[config.mk]
export PLATFORM = sky130hd
export DESIGN_NAME = acl_pd_ctrl
export DESIGN_NICKNAME = d
export VERILOG_FILES = /design/src/rtl/acl_pd_pkg.sv /design/src/rtl/acl_pd_regs.sv /design/src/rtl/acl_pd_warm.sv /design/src/rtl/acl_pd_fsm.sv /design/src/rtl/acl_pd_ctrl.sv
export SDC_FILE = /design/constraint.sdc
export NUM_CORES = 1
export LEC_CHECK = 0
export BUFFER_PORTS_ARGS = -buffer_cell sky130_fd_sc_hd__buf_2
export CAP_MARGIN = 20
export CORE_MARGIN = 8
export CORE_UTILIZATION = 35
export CTS_CLUSTER_DIAMETER = 60
export CTS_CLUSTER_SIZE = 16
export DETAILED_ROUTE_END_ITERATION = 10
export GPL_TIMING_DRIVEN = 0
export SYNTH_ARGS = -nofsm -noshare
export SYNTH_HDL_FRONTEND = slang
export SYNTH_SLANG_ARGS = --single-unit
[constraint.sdc]
create_clock -name clk_i -period 4.52 [get_ports clk_i]
set_input_delay 0.904 -clock clk_i [delete_from_list [all_inputs] [get_ports clk_i]]
set_output_delay 0.904 -clock clk_i [all_outputs]
set_load 0.05 [all_outputs]
[src/rtl/acl_pd_pkg.sv]
package acl_pd_pkg;
  localparam int AW = 7;
  localparam int DW = 16;
  localparam logic [AW-1:0] ADDR_RESET = 7'h00;
  localparam logic [AW-1:0] ADDR_PD    = 7'h26;
  localparam int HALT_BIT = 12;

  typedef enum logic [1:0] {
    LNK_STAB  = 2'd0,
    LNK_READY = 2'd1,
    LNK_HALT  = 2'd2
  } lnk_state_e;
endpackage

[src/rtl/acl_pd_regs.sv]
module acl_pd_regs
  import acl_pd_pkg::*;
(
  input  logic          clk_i,
  input  logic          rst_ni,
  input  logic          wr_en_i,
  input  logic [AW-1:0] wr_addr_i,
  input  logic [DW-1:0] wr_data_i,
  input  logic          halted_i,
  output logic [DW-1:0] pd_reg_o,
  output logic          halt_req_o,
  output logic          reg_rst_o
);
  logic wr_ok;
  assign wr_ok      = wr_en_i && !halted_i;
  assign halt_req_o = wr_ok && (wr_addr_i == ADDR_PD) && wr_data_i[HALT_BIT];
  assign reg_rst_o  = wr_ok && (wr_addr_i == ADDR_RESET);

  always_ff @(posedge clk_i or negedge rst_ni) begin
    if (!rst_ni)                             pd_reg_o <= '0;
    else if (reg_rst_o)                      pd_reg_o <= '0;
    else if (wr_ok && wr_addr_i == ADDR_PD)  pd_reg_o <= wr_data_i;
  end

  AST_REG_HELD_HALT: assert property (@(posedge clk_i) disable iff (!rst_ni)
    halted_i |=> $stable(pd_reg_o));
endmodule

[src/rtl/acl_pd_warm.sv]
module acl_pd_warm #(
  parameter int WARM_CYC = 8
) (
  input  logic clk_i,
  input  logic rst_ni,
  input  logic halted_i,
  input  logic sync_i,
  output logic wake_o
);
  localparam int CW = $clog2(WARM_CYC + 1);
  localparam logic [CW-1:0] LIM = CW'(WARM_CYC);

  logic [CW-1:0] hi_cnt;

  assign wake_o = halted_i && !sync_i && (hi_cnt >= LIM);

  always_ff @(posedge clk_i or negedge rst_ni) begin
    if (!rst_ni)                    hi_cnt <= '0;
    else if (!halted_i || !sync_i)  hi_cnt <= '0;
    else if (hi_cnt != LIM)         hi_cnt <= hi_cnt + 1'b1;
  end

  AST_WAKE_AFTER_LONG_SYNC: assert property (@(posedge clk_i) disable iff (!rst_ni)
    wake_o |-> $past(sync_i));
endmodule

[src/rtl/acl_pd_fsm.sv]
module acl_pd_fsm
  import acl_pd_pkg::*;
#(
  parameter int STAB_CYC = 16
) (
  input  logic clk_i,
  input  logic rst_ni,
  input  logic halt_req_i,
  input  logic reg_rst_i,
  input  logic frame_end_i,
  input  logic wake_i,
  output logic halted_o,
  output logic bit_clk_en_o,
  output logic sdin_low_o,
  output logic ready_o
);
  localparam int SW = $clog2(STAB_CYC + 1);
  localparam logic [SW-1:0] LAST = SW'(STAB_CYC - 1);

  lnk_state_e    state_q;
  logic [SW-1:0] stab_cnt;
  logic          pend_q;
  logic          go_halt;

  assign go_halt = pend_q && frame_end_i && (state_q != LNK_HALT);

  always_ff @(posedge clk_i or negedge rst_ni) begin
    if (!rst_ni) begin
      state_q  <= LNK_STAB;
      stab_cnt <= '0;
      pend_q   <= 1'b0;
    end else begin
      if (go_halt)         pend_q <= 1'b0;
      else if (reg_rst_i)  pend_q <= 1'b0;
      else if (halt_req_i) pend_q <= 1'b1;
      unique case (state_q)
        LNK_STAB: begin
          if (go_halt) state_q <= LNK_HALT;
          else if (stab_cnt == LAST) state_q <= LNK_READY;
          else stab_cnt <= stab_cnt + 1'b1;
        end
        LNK_READY: if (go_halt) state_q <= LNK_HALT;
        LNK_HALT: if (wake_i) begin
          state_q  <= LNK_STAB;
          stab_cnt <= '0;
        end
        default: state_q <= LNK_STAB;
      endcase
    end
  end

  assign halted_o     = (state_q == LNK_HALT);
  assign bit_clk_en_o = !halted_o;
  assign sdin_low_o   = halted_o;
  assign ready_o      = (state_q == LNK_READY);

  AST_HALT_ON_FRAME: assert property (@(posedge clk_i) disable iff (!rst_ni)
    $fell(bit_clk_en_o) |-> $past(frame_end_i));
  AST_RESUME_ON_WAKE: assert property (@(posedge clk_i) disable iff (!rst_ni)
    $rose(bit_clk_en_o) |-> $past(wake_i));
  AST_READY_AFTER_CLK: assert property (@(posedge clk_i) disable iff (!rst_ni)
    $rose(ready_o) |-> $past(bit_clk_en_o) && !$past(ready_o));
endmodule

[src/rtl/acl_pd_ctrl.sv]
module acl_pd_ctrl
  import acl_pd_pkg::*;
#(
  parameter int WARM_CYC = 8,
  parameter int STAB_CYC = 16
) (
  input  logic          clk_i,
  input  logic          rst_ni,
  input  logic          wr_en_i,
  input  logic [AW-1:0] wr_addr_i,
  input  logic [DW-1:0] wr_data_i,
  input  logic          frame_end_i,
  input  logic          sync_i,
  output logic          bit_clk_en_o,
  output logic          sdin_low_o,
  output logic          ready_o,
  output logic [DW-1:0] pd_reg_o
);
  logic halted, halt_req, reg_rst, wake;

  acl_pd_regs u_regs (
    .clk_i, .rst_ni, .wr_en_i, .wr_addr_i, .wr_data_i,
    .halted_i(halted), .pd_reg_o, .halt_req_o(halt_req), .reg_rst_o(reg_rst)
  );

  acl_pd_warm #(.WARM_CYC(WARM_CYC)) u_warm (
    .clk_i, .rst_ni, .halted_i(halted), .sync_i, .wake_o(wake)
  );

  acl_pd_fsm #(.STAB_CYC(STAB_CYC)) u_fsm (
    .clk_i, .rst_ni, .halt_req_i(halt_req), .reg_rst_i(reg_rst),
    .frame_end_i, .wake_i(wake), .halted_o(halted),
    .bit_clk_en_o, .sdin_low_o, .ready_o
  );

  AST_READY_NEEDS_CLK: assert property (@(posedge clk_i) disable iff (!rst_ni)
    ready_o |-> bit_clk_en_o && !sdin_low_o);
endmodule

==> impl_metrics.toml <==
[routing]
drt-total-wl_mm = 2.92
ant_nets = 0
vias = 1019
routedWlPerCell_um = 14.3
drcViolationCount = 0
first_pass_iters = 3
drt_iter0_drc = 22
via_per_inst = 5.00

[sta]
max_freq_ghz = 0.381
min_period_ps = 2620
rsz0062_at_grt = "no"
clock_skew_ps = 1.29
finalCritPeriodShare = 0.580
finalHoldViolCount = 0
setup_tns_ps = 0
tightest_slew_ps = 623
holdWs_ps = 501
setup_viol = 0
drv_slew = 0
setup_slack_ps = 1900
maxSlewHeadroom = 0.585

[clock_network]
cts_buffers = 3
ctsHoldBuffers = 0
clock-sinks = 28
cts_resized = 0
cts-root-buf = "clkbuf_8"
clk_latency_ps = 270
cts_buffer_depth = 2
cts_tree = "built"
h-tree-depth = 1
clkTransAtPathRegs_ps = 90
post_cts_buffers = 0

[place]
gp_congestion = 0.771
place_inst = 201
dpl.hpwl_mm = 2.35
dp_slack_ps = 1940
portBuffers = 46

[die]
io_pins = 47
die_x_um = 76.9
core-area_sq_um = 3610
die_area_sq_um = 5920
die_y_um = 76.9
placementRows = 22
start_util = 0.361

[synth]
async_flop_share = 1.00
synth-warning-count = 0
ys_types = 37
ys_seq_area_frac = 0.539
synth_area_leaders = "dfrtp_1 54%, a22o_1 6.7%, a22o_2 3.8%"
muxShareOfSynthArea = 0.0327
synth_edf_count = 0
yosys.area_share.simple = 0.166
synth_top_area_frac = 0.539
synth_top_family_by_area = "compound AO/OA/AOI/OAI gates"
syn_avg_cell_area_sq_um = 12.1
yosysTopAreaCell = "dfrtp_1"
synthFlopType = "dfrtp_1"
ys_ff_latch = 28
synth_nets = 139
syn_inst = 107
synthesis.area_sq_um = 1300
synth_xor_area_frac = 0.0135
synthAdderAreaFrac = 0.0385
synth-compound-area-share = 0.179

[worst_setup_path]
cp_slowest_stage_delay_ps = 330
cpMaxStageDelayCell = "dfrtp_1"
cp_max_fo = 10
worst_setup_path_start_kind = "flip-flop"
arrival_ps = 1720
r2r_start = "u_fsm.stab_cnt[0]"
cp-startpoint = "u_fsm.state_q[1]"
worstSetupPathType = "flip-flop to output pin"
cp-end-kind = "output pin"
critical_path.top_delay_family = "buffers and inverters"
path_cells = "clkbuf_1, nor2b_1, clkbuf_1, inv_1, buf_2"
cp.required_ps = 3620
cp_num_buf_inv = 4
crit_top_cell = "clkbuf_1"

[run]
drv_cap = 0

[cells_and_area]
n_antenna_cell = 0
drive_above_1_share = 0.391
areaGrowthSynthToFinish_pct = 25.5
nets = 190
layout.cells.non_filler = 204

[power]
p_leak_nw = 0.835
power_mw = 0.643
power_density_nw_per_um2 = 394
vdd_ir_drop_max_mv = 0.134

[global_routing]
use_met3 = 0.0280
grtUsageMet2 = 0.172
top_usage_layer = "met2"
overflow = 0
grt_pass1_vias = 1147
grt_use_total = 0.0984
antenna_found_initial = 0
grt_pass1_wl_mm = 4.92
grt_max_degree = 29
use_met1 = 0.113

[worst_hold_path]
hold_path_startpoint = "u_regs.pd_reg_o[10]"
hold_class = "flip-flop to flip-flop"

[status]
outcome = "completed"
cell usage after synthesis, drive strengths merged, types with 3 or more instances:
cell and count:
a21oi 3, a22o 15, dfrtp 28, ha 4, inv 4, nand2 4
nand2b 3, nand3 3, nand3b 4, nor2 6, nor2b 4
registers in the layout, indices dropped and copies added, names as in the netlist:
signal and cells:
u_fsm.pend_q 1, u_fsm.stab_cnt 5, u_fsm.state_q 2, u_regs.pd_reg_o 16
u_warm.hi_cnt 4
metrics by stage:
| stage | instance area, sq um | utilization |
|---|---|---|
| 4_1_cts | 1630 | 0.452 |
| 2_1_floorplan | 1300 | - |
| 3_5_place_dp | 1590 | 0.441 |
| 3_3_place_gp | 1590 | 0.441 |
| 5_1_grt | 1630 | 0.452 |
| 6_report | 1630 | 0.452 |
where the power goes:
part	switching, mW	internal, mW
clock network	0.0726	0.0598
registers	0.0318	0.287
logic	0.113	0.0793
metal layers:
metal,vias up,share of wire
li1,495,-
met1,497,0.46
met2,23,0.50
met3,4,0.037
met4,0,0.0072
met5,-,0
layout by cell type, fill, tap and decap left out, types with 4 or more instances in the layout:
master	instances
buf_2	46
dfrtp_1	28
a22o_1	10
nor2_1	6
a22o_2	5
nor2b_1	4
inv_1	4
nand2_1	4
nand3b_1	4
ha_1	4
path summary, 6_finish.rpt:
check | slack [ps] | to | depth (start not counted)
setup / recovery | 1900 | bit_clk_en_o | 5
hold / removal | 500 | u_regs.pd_reg_o[10] | 1
setup reg to reg | 2450 | u_fsm.stab_cnt[1] | 6
hold reg to reg | 500 | u_regs.pd_reg_o[10] | 1
max in group asynchronous | 3480 | u_fsm.stab_cnt[0] | 1
min in group asynchronous | 640 | u_regs.pd_reg_o[7] | 1
cell families (layout without fill, tap and decap cells):
family,Yosys count,count (layout)
compound gates,28,28
simple gates,33,33
xor+xnor,2,2
buf+inv,8,57
flops,28,28
fa+ha+maj,4,4
mux,4,4
cell type report:
class,count,area (sq um)
plain buffers,4,26.3
clock buffers,3,41.3
fillers,336,1970
inverters,4,15.0
multi-input cells,71,558
flip-flops and latches,28,701
well taps,48,60.1
repair buffers,46,230
(Power assumes the default switching activity.)
